## src/rtl/mbx_rxp_pkg.sv

```systemverilog
package mbx_rxp_pkg;
  localparam int unsigned CFG_W = 3;
  localparam logic [CFG_W-1:0] CFG_RX_DATA = 3'b010;
endpackage

```

## src/rtl/rxp_set_decode.sv

```systemverilog
module rxp_set_decode
  import mbx_rxp_pkg::*;
#(
  parameter int unsigned NUM_MBX = 32,
  parameter int unsigned IDX_W   = $clog2(NUM_MBX)
) (
  input  logic                     vld_i,
  input  logic [IDX_W-1:0]         idx_i,
  input  logic                     is_data_i,
  input  logic [NUM_MBX*CFG_W-1:0] cfg_i,
  output logic [NUM_MBX-1:0]       set_o
);
  for (genvar i = 0; i < NUM_MBX; i++) begin : g_dec
    assign set_o[i] = vld_i && is_data_i && (idx_i == IDX_W'(i)) &&
                      (cfg_i[i*CFG_W +: CFG_W] == CFG_RX_DATA);
  end
endmodule

```

## src/rtl/rxp_flag_bank.sv

```systemverilog
module rxp_flag_bank #(
  parameter int unsigned NUM_MBX = 32
) (
  input  logic               clk_i,
  input  logic               rst_ni,
  input  logic [NUM_MBX-1:0] set_i,
  input  logic [NUM_MBX-1:0] clr_i,
  output logic [NUM_MBX-1:0] pend_o
);
  logic [NUM_MBX-1:0] pend_q;

  for (genvar i = 0; i < NUM_MBX; i++) begin : g_bit
    // set has priority over clear so no reception is lost
    always_ff @(posedge clk_i or negedge rst_ni) begin
      if (!rst_ni)       pend_q[i] <= 1'b0;
      else if (set_i[i]) pend_q[i] <= 1'b1;
      else if (clr_i[i]) pend_q[i] <= 1'b0;
    end

    a_r9_set_wins: assert property (@(posedge clk_i) disable iff (!rst_ni)
      set_i[i] |=> pend_q[i]);
    a_r6_clear: assert property (@(posedge clk_i) disable iff (!rst_ni)
      (clr_i[i] && !set_i[i]) |=> !pend_q[i]);
    a_r6_hold: assert property (@(posedge clk_i) disable iff (!rst_ni)
      (!clr_i[i] && pend_q[i]) |=> pend_q[i]);
    a_r3_only_by_set: assert property (@(posedge clk_i) disable iff (!rst_ni)
      (!pend_q[i] && !set_i[i]) |=> !pend_q[i]);
  end

  assign pend_o = pend_q;
endmodule

```

## src/rtl/rxp_summary.sv

```systemverilog
module rxp_summary #(
  parameter int unsigned NUM_MBX = 32
) (
  input  logic               clk_i,
  input  logic               rst_ni,
  input  logic [NUM_MBX-1:0] set_i,
  input  logic [NUM_MBX-1:0] imask_i,
  input  logic               clr_i,
  input  logic               gmask_i,
  output logic               flag_o,
  output logic               irq_o
);
  logic flag_q;
  logic hit;

  assign hit = |(set_i & ~imask_i);

  always_ff @(posedge clk_i or negedge rst_ni) begin
    if (!rst_ni)    flag_q <= 1'b0;
    else if (hit)   flag_q <= 1'b1;
    else if (clr_i) flag_q <= 1'b0;
  end

  assign flag_o = flag_q;
  assign irq_o  = flag_q && !gmask_i;

  a_r7_flag_set: assert property (@(posedge clk_i) disable iff (!rst_ni)
    (|(set_i & ~imask_i)) |=> flag_q);
  a_r7_masked_quiet: assert property (@(posedge clk_i) disable iff (!rst_ni)
    (!flag_q && !(|(set_i & ~imask_i))) |=> !flag_q);
  a_r7_clear: assert property (@(posedge clk_i) disable iff (!rst_ni)
    (clr_i && !(|(set_i & ~imask_i))) |=> !flag_q);
endmodule

```

## src/rtl/mbx_rx_pend.sv

```systemverilog
module mbx_rx_pend
  import mbx_rxp_pkg::*;
#(
  parameter int unsigned NUM_MBX = 32,
  parameter int unsigned REG_W   = 16,
  parameter int unsigned ADDR_W  = 2,
  parameter int unsigned IDX_W   = $clog2(NUM_MBX)
) (
  input  logic                     clk_i,
  input  logic                     rst_ni,
  input  logic                     store_vld_i,
  input  logic [IDX_W-1:0]         store_idx_i,
  input  logic                     store_data_i,
  input  logic [NUM_MBX*CFG_W-1:0] mbx_cfg_i,
  input  logic [NUM_MBX-1:0]       mbx_imask_i,
  input  logic                     rx_imask_i,
  input  logic                     reg_we_i,
  input  logic [ADDR_W-1:0]        reg_addr_i,
  input  logic [REG_W-1:0]         reg_wdata_i,
  output logic [REG_W-1:0]         reg_rdata_o,
  output logic                     rx_flag_o,
  output logic                     irq_o
);
  localparam int unsigned NUM_WORDS = NUM_MBX / REG_W;
  localparam logic [ADDR_W-1:0] STAT_ADDR = ADDR_W'(NUM_WORDS);

  logic [NUM_MBX-1:0] set_vec;
  logic [NUM_MBX-1:0] clr_vec;
  logic [NUM_MBX-1:0] pend;
  logic               stat_clr;

  rxp_set_decode #(.NUM_MBX(NUM_MBX), .IDX_W(IDX_W)) u_dec (
    .vld_i    (store_vld_i),
    .idx_i    (store_idx_i),
    .is_data_i(store_data_i),
    .cfg_i    (mbx_cfg_i),
    .set_o    (set_vec)
  );

  for (genvar w = 0; w < NUM_WORDS; w++) begin : g_word
    assign clr_vec[w*REG_W +: REG_W] =
      (reg_we_i && reg_addr_i == ADDR_W'(w)) ? reg_wdata_i : '0;
  end

  assign stat_clr = reg_we_i && (reg_addr_i == STAT_ADDR) && reg_wdata_i[0];

  rxp_flag_bank #(.NUM_MBX(NUM_MBX)) u_bank (
    .clk_i (clk_i),
    .rst_ni(rst_ni),
    .set_i (set_vec),
    .clr_i (clr_vec),
    .pend_o(pend)
  );

  rxp_summary #(.NUM_MBX(NUM_MBX)) u_sum (
    .clk_i  (clk_i),
    .rst_ni (rst_ni),
    .set_i  (set_vec),
    .imask_i(mbx_imask_i),
    .clr_i  (stat_clr),
    .gmask_i(rx_imask_i),
    .flag_o (rx_flag_o),
    .irq_o  (irq_o)
  );

  always_comb begin
    reg_rdata_o = '0;
    for (int w = 0; w < NUM_WORDS; w++) begin
      if (reg_addr_i == ADDR_W'(w)) reg_rdata_o = pend[w*REG_W +: REG_W];
    end
    if (reg_addr_i == STAT_ADDR) reg_rdata_o[0] = rx_flag_o;
  end

  a_r5_remote_ignored: assert property (@(posedge clk_i) disable iff (!rst_ni)
    (store_vld_i && !store_data_i) |-> (set_vec == '0));
  a_r4_cfg_gate: assert property (@(posedge clk_i) disable iff (!rst_ni)
    (store_vld_i && mbx_cfg_i[store_idx_i*CFG_W +: CFG_W] != CFG_RX_DATA)
      |-> (set_vec == '0));
  a_r3_single_set: assert property (@(posedge clk_i) disable iff (!rst_ni)
    $onehot0(set_vec) && ((|set_vec) -> store_vld_i));
endmodule

```

## config.mk

```make
export PLATFORM = sky130hd
export DESIGN_NAME = mbx_rx_pend
export DESIGN_NICKNAME = d
export VERILOG_FILES = /design/src/rtl/mbx_rxp_pkg.sv /design/src/rtl/rxp_set_decode.sv /design/src/rtl/rxp_flag_bank.sv /design/src/rtl/rxp_summary.sv /design/src/rtl/mbx_rx_pend.sv
export SDC_FILE = /design/constraint.sdc
export NUM_CORES = 1
export LEC_CHECK = 0
export ABC_AREA = 1
export CORE_ASPECT_RATIO = 1.2
export CORE_MARGIN = 10
export CORE_UTILIZATION = 34
export CTS_CLUSTER_DIAMETER = 40
export DETAILED_ROUTE_END_ITERATION = 7
export PLACE_DENSITY = 0.77
export SYNTH_ARGS = -nofsm -noshare
export SYNTH_HDL_FRONTEND = slang
export SYNTH_SLANG_ARGS = --single-unit
```

## constraint.sdc

```tcl
create_clock -name clk_i -period 3.3 [get_ports clk_i]
set_clock_uncertainty 0.2 [all_clocks]
set_input_delay 0.825 -clock clk_i [delete_from_list [all_inputs] [get_ports clk_i]]
set_output_delay 0.825 -clock clk_i [all_outputs]
set_load 0.02 [all_outputs]
```

After elaboration in Yosys (flattened, before gate mapping):

Cells that the tools add are included.

* bits in registers: 33
* bits of input ports: 157
* output and inout port bits: 18
* word-level logic and storage cells: 278

* equality and inequality tests: 65
* muxes and demuxes: 71
* bitwise operators: 2
* reduce and logical (&&, ||, !) cells: 107

Operator list (number)
* == test 3 x 2 -> 1 bit (second input constant): 32
* == test 5 bit (second input constant): 16
* logical AND 1 bit: 70
* two-way mux 1 bit: 67
* nonzero test 2 bit: 33
* two-way mux 16 bit: 4
* == test 5 x 4 -> 1 bit (second input constant): 8
* AND 32 bit: 1
* inverter 32 bit: 1
* OR reduction 32 bit: 1
* == test 5 x 3 -> 1 bit (second input constant): 4
* == test 5 x 2 -> 1 bit (second input constant): 2
* == test 5 x 1 -> 1 bit (second input constant): 1
* zero test 5 bit: 1
* == test 2 x 1 -> 1 bit (second input constant): 1
* == test 2 bit (second input constant): 1
* zero test 2 bit: 1
* zero test 1 bit: 1

Longest topological paths before layout:

Gate-level depths: netlist (run 1).

* depth after elaboration: 6
* mapped depth: 9
* depth with buffers taken out: 9

Modules after synthesis:

A second synthesis (run 1) with hierarchy kept.

* cells, all modules: 563
* area total of the unflattened synthesis: 2976.6 µm²

Modules (own cells, without submodules)
* rxp_flag_bank: instances 1, cells each 160, area each 1281.2 µm², sequential area each 800.8 µm²
* rxp_set_decode: instances 1, cells each 201, area each 858.3 µm², sequential area each 0.0 µm²
* mbx_rx_pend: instances 1, cells each 108, area each 452.9 µm², sequential area each 0.0 µm²
* rxp_summary: instances 1, cells each 94, area each 384.1 µm², sequential area each 25.0 µm²

Worst setup path after synthesis (run 1):

OpenSTA, ideal clock, no wires.

* path type: in2out
* start point: input port reg_addr_i[0]
* end point: output port reg_rdata_o[11]
* data arrival time: 1.693 ns
* data required time: 2.275 ns
* path slack: 0.582 ns
* stages on the path: 4
* cells stage by stage: nor2_4 buf_2 inv_1 o21ai_0

* word-level cells in the longest chain between the ends: 3

RTL lines
* from (decl): RTL line mbx_rx_pend.sv:18 `input logic [ADDR_W-1:0] reg_addr_i,`
* zero test 2 bit: RTL line mbx_rx_pend.sv:69 `if (reg_addr_i == ADDR_W'(w)) reg_rdata_o = pend[w*REG_W +: REG_W];`
* two-way mux 16 bit: RTL line mbx_rx_pend.sv:69
* two-way mux 16 bit *: RTL line mbx_rx_pend.sv:69
* to (decl): RTL line mbx_rx_pend.sv:20 `output logic [REG_W-1:0] reg_rdata_o,`

Every way passes the cells marked *; elsewhere a longest branch is shown, timed or not.

Final worst setup path (run 1):

* start point: input port reg_addr_i[0]
* end point: output port reg_rdata_o[10]

Same word-level chain as after synthesis.

==> results of run 1 <==
-- worst max path at each step --
| stage | endpoint | slack, ns | cells past startpoint | start |
|---|---|---|---|---|
| floorplan | reg_rdata_o[11] | 0.58 | 4 | reg_addr_i[0] |
| global placement | reg_rdata_o[7] | -0.21 | 6 | reg_addr_i[0] |
| detailed placement | reg_rdata_o[10] | -0.23 | 6 | reg_addr_i[0] |
| CTS | reg_rdata_o[7] | 0.03 | 6 | reg_addr_i[0] |
| global route | reg_rdata_o[10] | 0.004 | 6 | reg_addr_i[0] |
| finish | reg_rdata_o[10] | 0.06 | 6 | reg_addr_i[0] |
-- cells in the mapped netlist --
library cell  count
buf_4             1
nand4_1          13
nand3b_1         15
nand2_1          98
buf_2             2
nor2_4            2
a22o_1            7
nand3_1          39
nor3b_1          12
nor3_1            5
inv_1            85
o21ai_0          33
o21bai_1          3
nand3_2           2
clkbuf_2          2
nor2_2            1
inv_2             1
dfrtp_1          33
nor2_1           46
-- power by group --
group | switching, W | internal (W)
Clock | 0.000131 | 0.000165
Combinational | 0.000117 | 0.000208
Sequential | 0.00000743 | 0.000416
Total | 0.000255 | 0.000790
-- registers in the layout, summed over array words and instances, names as in the netlist --
register,cells
u_bank.pend_o,32
u_sum.flag_o,1
-- worst min-delay path, stage by stage (launching register included) --
cell and delay [ns]:
dfrtp_1 0.33, o21ai_0 0.08, nand2_1 0.06
-- metal layers --
layer	routed length [um]	GRT usage, %	up-vias
li1	-	-	1627
met1	3830	18.0	1459
met2	5980	35.6	109
met3	826	5.19	8
met4	133	4.88	0
met5	0	0	-
-- per-stage QoR --
step	hold slack, ns	power [W]	util [%]	std cells
after floorplan	0.265	0.000518	-	400
after global placement	0.284	0.000753	61.0	666
after detailed placement	0.293	0.000760	61.0	666
after CTS	0.306	0.00105	61.9	673
after global routing	0.328	0.00110	62.0	673
final	0.305	0.00104	62.0	673
-- cell usage in the layout, fill, tap and decap left out, drive strengths merged, types with 7 or more instances in the layout --
master,count
a22o,7
buf,7
clkbuf,7
clkdlybuf4s50,158
dfrtp,33
dlygate4sd2,10
inv,86
nand2,98
nand3,41
nand3b,15
nand4,13
nor2,49
nor3b,12
o21ai,33
-- layout make-up --
cell class,count,area share [%]
Clock buffer,7,1.93
Sequential cell,33,18.4
Multi-Input combinational cell,276,29.9
Inverter,86,7.20
Tap cell,90,2.51
Timing Repair Buffer,181,40.0
-- cell families after synthesis --
| family | after synthesis |
|---|---|
| flops | 33 |
| buf+inv | 91 |
| compound gates | 43 |
| simple gates | 233 |
-- timing repair --
action	in CTS	in global routing
resized for setup	16	7
endpoints found under the setup margin	16	6
cloned	0	0
==> run_results.csv, run 1 <==
group,metric,value,unit
detailed_routing,wl,10.8,mm
placement,pre_cts_slack,-0.225,ns
min_path,min_to,"u_bank.pend_o[25]$_DFFE_PN0P_",
worst_setup_path,path_buf_inv,4,
placement,gp_congestion,0.892,
status,status,"finished clean",
synth,syn_inst,400,
clock_tree,clock-sinks,33,
finish,fin_area,4480,um2
global_route,grt_overflow,0,
worst_setup_path,crit_path_max_fanout,9,
clock_tree,numCtsBuffers,5,
detailed_routing,dr.pass1.iters,4,
finish,area_growth,78.0,%
timing,tightest_slew,0.502,ns
clock_tree,postCtsHoldBufs,0,
timing,fin_crit,3.24,ns
placement,dp_hpwl,9.65,mm
detailed_routing,wl_per_cell,16.0,um
pwr,cellLeakagePower,2.32,nW
timing,setup_ws,0.0554,ns
finish,layout-drive-gt1-share,3.26,%
timing,setup_tns,0,ns
run,max_cap_viol_count,0,
synth,synth_compound_area_share,9.89,%
global_route,grt_pass1_wl,16.5,mm
synth,synth-seq-area-share,32.8,%
worst_setup_path,rr_startpoint,"u_sum.flag_o$_DFFE_PN0P_",
worst_setup_path,path_class,"input port to output port",
detailed_routing,drc,0,
synth,yosys_warnings,0,
detailed_routing,vias_per_cell,4.76,
clock_tree,postCtsSetupRepairBufs,0,
floorplanning,dieWidth,98.6,um
min_path,worstHoldStart,"u_bank.pend_o[25]$_DFFE_PN0P_",
worst_setup_path,reg2reg_to,"u_sum.flag_o$_DFFE_PN0P_",
floorplanning,initial_utilization,34.8,%
floorplanning,core-area,7230,um2
global_route,grt_max_degree,34,
synth,synthSimpleGateAreaFrac,43.4,%
finish,multi_input_area,1340,um2
synth,synth_area_leader_cell,"dfrtp_1",
finish,seq_area,826,um2
worst_setup_path,cpMaxStageDelayCell,"clkdlybuf4s50_1",
worst_setup_path,r2r_setup_slack,2.05,ns
global_route,track_usage,18.2,%
synth,syn_nets,557,
min_path,holdPathStages,2,
worst_setup_path,required,2.27,ns
clock_tree,cts_root_buffer,"clkbuf_8",
timing,fmax,308,MHz
floorplanning,io_pins,175,
pwr,ir_drop,201,uV
placement,io_buffers,174,
floorplanning,fp.dieH,114,um
synth,synth.cell_area,2520,um2
worst_setup_path,critical_path.max_stage_delay,0.53,ns
finish,fill_cells,701,
synth,yosys.area_share.xor_xnor,0,%
synth,synthTopCellsByArea,"dfrtp_1 (33%), nand2_1 (15%), inv_1 (13%)",
clock_tree,clkTransAtPathRegs,0.06,ns
timing,fin_crit_sh,98.3,%
timing,relSlewSlack,66.5,%
timing,slew_violations,0,
floorplanning,num_rows,34,
global_route,antenna_found_initial,0,
detailed_routing,vias,3203,
worst_setup_path,crit_family,"buffers and inverters",
clock_tree,cts_buffer_depth,2,
synth,syn_avg_cell_area,6.30,um2
clock_tree,insertion_delay,0.28,ns
synth,synth-seq-cells,33,
worst_setup_path,cp.arrival,2.22,ns
finish,insertedDiodeCount,0,
timing,finalHoldViolations,0,
worst_setup_path,cp-start-kind,"input port",
detailed_routing,ant_nets,0,
pwr,power_density,233,nW/um2
synth,synth_top_area_share,32.8,%
worst_setup_path,r2r_cells,4,
synth,synth_top_family_by_area,"simple AND/OR/NAND/NOR gates",
global_route,grt_pass1_vias,3378,
synth,synthMuxAreaShare,0,%
clock_tree,htree_levels,2,
synth,synth_cell_types,19,
synth,synthAdderAreaFrac,0,%
clock_tree,cts_tree,"yes",
detailed_routing,drt_iter0_markers,111,
floorplanning,die_area,11300,um2
timing,finalSetupViolations,0,
worst_setup_path,path_cells,"clkdlybuf4s50_1 > inv_1 > nor2_4 > buf_4 > a22o_1 > dlygate4sd2_1",
min_path,hp-class,"register to register",
worst_setup_path,crit_path_end_kind,"output port",
placement,postPlaceCellArea,4410,um2
timing,rsz0062_at_grt,"no",
finish,final_nets,740,
Power figures use the tool's default switching activity.
==> run 2, diff against run 1 <==
- CELL_PAD_IN_SITES_DETAIL_PLACEMENT: default -> 1
- CELL_PAD_IN_SITES_GLOBAL_PLACEMENT: default -> 1
- CORE_UTILIZATION: 34 -> 24
- PLACE_DENSITY: 0.77 -> 0.84
==> run 2 against run 1 <==
Effect of this change: fmax grew 0.62%; design area grew 2.1%; register-to-register slack lost 0.11 ns; critical path type unchanged; critical endpoint is now reg_rdata_o[13]; largest cell class unchanged; largest power group is now the clock network; highest routed layer unchanged.
==> run_results.csv, run 2 (synthesis gave the netlist of run 1 again) <==
group,metric,value,unit
status,status,"finished clean",
clock_tree,cts_tree,"yes",
timing,finalSetupViolations,0,
run,max_cap_viol_count,0,
clock_tree,insertion_delay,0.27,ns
clock_tree,postCtsHoldBufs,0,
finish,seq_area,826,um2
floorplanning,die_area,15000,um2
floorplanning,initial_utilization,24.8,%
pwr,ir_drop,216,uV
pwr,cellLeakagePower,2.33,nW
worst_setup_path,crit_family,"buffers and inverters",
finish,fill_cells,1310,
global_route,grt_pass1_vias,3702,
worst_setup_path,rr_startpoint,"u_sum.flag_o$_DFFE_PN0P_",
pwr,p_seq_share,34.4,%
worst_setup_path,required,2.27,ns
finish,final_cell_mix,"clkdlybuf4s50_1 (158), nand2_1 (98), inv_1 (85)",
pwr,clkPwrFrac,38.7,%
timing,rsz0062_at_grt,"no",
worst_setup_path,crit_path_max_fanout,7,
placement,dp_hpwl,11.0,mm
floorplanning,io_pins,175,
floorplanning,num_rows,40,
finish,final_common_cell,"clkdlybuf4s50_1",
finish,largest_reg_flops,32,
finish,final_nets,741,
min_path,hp-class,"register to register",
floorplanning,dieWidth,114,um
worst_setup_path,critical_path.max_stage_delay,0.44,ns
detailed_routing,drt_iter0_markers,104,
worst_setup_path,cpMaxStageDelayCell,"clkdlybuf4s50_1",
worst_setup_path,cp-start-kind,"input port",
detailed_routing,ant_nets,0,
detailed_routing,dr.pass1.iters,4,
floorplanning,fp.dieH,132,um
global_route,grt_pass1_wl,19.0,mm
detailed_routing,wl,12.2,mm
placement,gp_congestion,0.930,
finish,area_growth,81.7,%
pwr,power_density,270,nW/um2
worst_setup_path,r2r_cells,4,
clock_tree,numCtsBuffers,5,
timing,setup_tns,0,ns
global_route,track_usage,15.9,%
worst_setup_path,cp.arrival,2.20,ns
clock_tree,clkTransAtPathRegs,0.05,ns
timing,fin_crit_sh,97.7,%
clock_tree,htree_levels,2,
clock_tree,postCtsSetupRepairBufs,0,
floorplanning,core-area,10200,um2
placement,pre_cts_slack,-0.259,ns
global_route,antenna_found_initial,0,
worst_setup_path,path_cells,"clkdlybuf4s50_1 > buf_4 > nor2_4 > buf_4 > nand2_1 > nand2_1 > clkdlybuf4s15_1",
finish,layout-drive-gt1-share,5.13,%
detailed_routing,drc,0,
timing,fmax,310,MHz
finish,insertedDiodeCount,0,
timing,hold_ws,0.297,ns
timing,tightest_slew,0.524,ns
detailed_routing,vias_per_cell,4.50,
detailed_routing,wl_per_cell,17.2,um
worst_setup_path,crit_path_end_kind,"output port",
global_route,grt_max_degree,34,
pwr,p_sw,0.000290,W
pwr,p_int,0.000944,W
timing,slew_violations,0,
min_path,holdPathStages,2,
worst_setup_path,reg2reg_to,"u_sum.flag_o$_DFFE_PN0P_",
worst_setup_path,r2r_setup_slack,1.94,ns
clock_tree,cts_buffer_depth,2,
clock_tree,cts_root_buffer,"clkbuf_16",
min_path,min_to,"u_bank.pend_o[16]$_DFFE_PN0P_",
timing,setup_ws,0.0754,ns
finish,multi_input_area,1340,um2
min_path,worstHoldStart,"u_bank.pend_o[16]$_DFFE_PN0P_",
timing,finalHoldViolations,0,
pwr,switching_share,23.5,%
global_route,grt_overflow,0,
placement,io_buffers,174,
clock_tree,clock-sinks,33,
worst_setup_path,path_class,"input port to output port",
worst_setup_path,path_buf_inv,4,
timing,fin_crit,3.22,ns
timing,relSlewSlack,65.0,%
pwr,pwr-share-comb,26.9,%
detailed_routing,vias,3202,
run 2: power by group through the flow:
stage,logic (W),clock network [W],registers [W]
after floorplan,0.0000860,0,0.000432
after global placement,0.000327,0,0.000431
after detailed placement,0.000338,0,0.000432
after CTS,0.000337,0.000488,0.000425
after global routing,0.000361,0.000507,0.000426
final,0.000332,0.000478,0.000425
run 2: how the worst max path moves through the flow:
stage / depth (start not counted) / slack, ns / from / endpoint
2_1_floorplan: 4 / 0.58 / reg_addr_i[0] / reg_rdata_o[11]
3_3_place_gp: 6 / -0.19 / reg_addr_i[1] / reg_rdata_o[11]
3_5_place_dp: 6 / -0.26 / reg_addr_i[0] / reg_rdata_o[10]
4_1_cts: 6 / 0.006 / reg_addr_i[0] / reg_rdata_o[10]
5_1_grt: 6 / 0.0005 / reg_addr_i[0] / reg_rdata_o[15]
6_report: 7 / 0.08 / reg_addr_i[0] / reg_rdata_o[13]
run 2: tightest hold or removal path: stages (launching register included):
cell     delay [ns]
dfrtp_1        0.33
o21ai_0        0.08
nand2_1        0.06
run 2: metal layers:
metal | GRT usage [%] | vias up | routed length (um)
met4 | 4.59 | 0 | 180
met1 | 16.1 | 1471 | 4620
li1 | - | 1635 | -
met3 | 3.87 | 12 | 730
met5 | 0 | - | 0
met2 | 30.5 | 84 | 6670
run 2: metrics by stage:
| stage | area [um2] | std cells | utilization (%) | power (W) |
|---|---|---|---|---|
| floorplan | 2520 | 400 | - | 0.000518 |
| global placement | 4460 | 703 | 43.9 | 0.000758 |
| detailed placement | 4460 | 703 | 43.9 | 0.000770 |
| CTS | 4600 | 711 | 45.3 | 0.00125 |
| global route | 4580 | 711 | 45.0 | 0.00129 |
| finish | 4580 | 711 | 45.0 | 0.00123 |
run 2: area by class of cell:
class	count	area share (%)
inverter	86	7.05
clock inverter	1	0.109
multi-input combinational	276	29.3
timing repair buffer	182	38.7
sequential	33	18.0
tap	126	3.45
clock buffer	7	3.34
run 2: timing repair:
item,in CTS,in global routing
gates resized for setup,16,23
pin swaps,0,0
setup endpoints to repair,16,13
==> run 3, diff against run 2 <==
- CORE_UTILIZATION: 24 -> 26
- PLACE_DENSITY: 0.84 -> 0.87
- SKIP_CTS_REPAIR_TIMING: default -> 1
- SYNTH_HIERARCHICAL: default -> 1
==> run 3 against run 2 <==
Effect of this change: first-iteration DRC count grew 24%; synthesized area rose by 18%; utilization is 1.1 points higher; sequential share of layout area fell by 2.0 points; clock power is essentially flat; register-to-register slack gained 0.11 ns; total power increased by 1.5%; final cell count rose by 27%; clock-buffer cell count unchanged; sequential power about the same; critical endpoint is now reg_rdata_o[8].
==> run_results.csv, run 3 <==
group,metric,value,unit
floorplanning,dieWidth,118,um
global_route,antenna_found_initial,1,
placement,postPlaceCellArea,4930,um2
floorplanning,die_area,16100,um2
timing,fmax,323,MHz
status,status,"finished clean",
floorplanning,io_pins,175,
placement,io_buffers,174,
synth,synth_area_leader_cell,"dfrtp_1",
timing,finalHoldViolations,0,
finish,final_common_cell,"nand2_1",
finish,fin_area,5140,um2
timing,relSlewSlack,61.9,%
placement,pre_cts_slack,-0.292,ns
timing,setup_tns,0,ns
timing,fin_crit,3.09,ns
worst_setup_path,cp-start-kind,"input port",
synth,async_reset_ff_share,100,%
synth,synthTopCellsByArea,"dfrtp_1 (28%), nand2_1 (25%), inv_1 (21%)",
synth,yosys-top-cells-count,"nand2_1 (202), inv_1 (168), nor2_1 (114), dfrtp_1 (33), nand3_1 (14)",
clock_tree,cts_buffer_depth,2,
finish,final_cell_mix,"nand2_1 (202), inv_1 (168), clkdlybuf4s50_1 (157)",
clock_tree,clock-sinks,33,
synth,syn_nets,720,
clock_tree,clkTransAtPathRegs,0.05,ns
synth,yosysMostFrequentCell,"nand2_1",
worst_setup_path,cp.arrival,2.07,ns
detailed_routing,drc,0,
placement,dp_hpwl,12.5,mm
pwr,ir_drop,169,uV
clock_tree,htree_levels,2,
timing,finalSetupViolations,0,
finish,utilization,46.1,%
clock_tree,insertion_delay,0.27,ns
detailed_routing,drt_iter0_markers,129,
synth,synth_top_area_share,27.7,%
detailed_routing,vias,3783,
timing,tightest_slew,0.570,ns
global_route,grt_overflow,0,
worst_setup_path,crit_path_end_kind,"output port",
floorplanning,fp.dieH,137,um
synth,synth.cell_area,2980,um2
synth,syn_avg_cell_area,5.29,um2
finish,layout-drive-gt1-share,3.22,%
floorplanning,core-area,11100,um2
timing,fin_crit_sh,93.7,%
timing,hold_ws,0.266,ns
floorplanning,num_rows,42,
global_route,grt_max_degree,34,
pwr,cellLeakagePower,2.92,nW
finish,final_nets,901,
timing,setup_ws,0.207,ns
finish,area_growth,72.6,%
synth,synth_cell_types,20,
pwr,power_density,244,nW/um2
detailed_routing,dr.pass1.iters,4,
clock_tree,numCtsBuffers,5,
global_route,grt_pass1_vias,4483,
clock_tree,cts_root_buffer,"clkbuf_16",
min_path,hp-class,"register to register",
detailed_routing,ant_nets,0,
floorplanning,initial_utilization,26.7,%
worst_setup_path,path_class,"input port to output port",
global_route,track_usage,16.8,%
worst_setup_path,required,2.27,ns
synth,synth-seq-area-share,27.7,%
placement,gp_congestion,0.866,
synth,synth_edf_count,0,
timing,rsz0062_at_grt,"no",
synth,yosys_warnings,6,
synth,synth-seq-cells,33,
run,max_cap_viol_count,0,
synth,syn_inst,563,
detailed_routing,vias_per_cell,4.19,
detailed_routing,wl,14.0,mm
detailed_routing,wl_per_cell,15.6,um
clock_tree,cts_tree,"yes",
global_route,grt_pass1_wl,21.7,mm
finish,largest_reg_flops,32,
synth,synth_top_flop_cell,"dfrtp_1",
worst_setup_path,crit_path_max_fanout,17,
timing,slew_violations,0,
-- run 3: changes by cell type after synthesis, moves of 3 or more --
cell      previous run  this run
nand2_1             98       202
inv_1               85       168
nor2_1              46       114
o21ai_0             33         1
nand3_1             39        14
nor3b_1             12         0
nand4_1             13         4
a22o_1               7         0
nand3b_1            15         8
buf_6                0         3
o21bai_1             3         0
-- run 3: power by group --
group | internal [W] | switching, W
clock network | 0.000319 | 0.000161
registers | 0.000415 | 0.00000878
logic | 0.000213 | 0.000137
-- run 3: path summary, 6_finish.rpt --
| kind | from | endpoint | slack [ns] | cells after the start |
|---|---|---|---|---|
| min reg2reg | u_bank/pend_o[22]$_DFFE_PN0P_ | u_bank/pend_o[22]$_DFFE_PN0P_ | 0.27 | 2 |
| min in group asynchronous | rst_ni | u_bank/pend_o[23]$_DFFE_PN0P_ | 0.76 | 2 |
| min | u_bank/pend_o[22]$_DFFE_PN0P_ | u_bank/pend_o[22]$_DFFE_PN0P_ | 0.27 | 2 |
| max in group asynchronous | rst_ni | u_bank/pend_o[3]$_DFFE_PN0P_ | 1.82 | 2 |
| max reg2reg | u_sum/flag_o$_DFFE_PN0P_ | u_sum/flag_o$_DFFE_PN0P_ | 2.05 | 6 |
| max | reg_addr_i[1] | reg_rdata_o[8] | 0.21 | 6 |
-- run 3: cell type report --
type / count / area (um2)
Antenna cell: 4 / 10.0
Tap cell: 154 / 193
Timing Repair Buffer: 179 / 1850
Clock buffer: 7 / 153
Inverter: 171 / 647
Multi-Input combinational cell: 354 / 1460
Sequential cell: 33 / 826
Fill cell: 1540 / 6000
Clock inverter: 1 / 5.00
-- run 3: metrics by stage --
stage,cells,total power [W]
after global placement,891,0.000771
after global routing,900,0.00131
final,903,0.00125
after CTS,899,0.00127
after floorplan,563,0.000534
after detailed placement,891,0.000784
-- run 3: logic make-up (layout without fill, tap and decap cells) --
family	after synthesis	after routing	synth area share, %
compound gates	1	1	0.168
buf+inv	176	358	23.3
flops	33	33	27.7
other cells	0	4	0
simple gates	353	353	48.8
-- run 3: critical path: stages --
cell and delay, ns:
clkdlybuf4s50_1 0.51, nor2_2 0.18, buf_12 0.17, nand2_1 0.07, nand2_1 0.07, dlymetal6s2s_1 0.24
-- run 3: layer usage --
layer | track usage, % | part of all wire (%) | vias up
met2 | 34.9 | 58 | 102
met3 | 2.78 | 3.9 | 14
met1 | 16.0 | 36 | 1749
met4 | 6.40 | 1.7 | 0
met5 | 0 | 0 | -
li1 | - | - | 1918
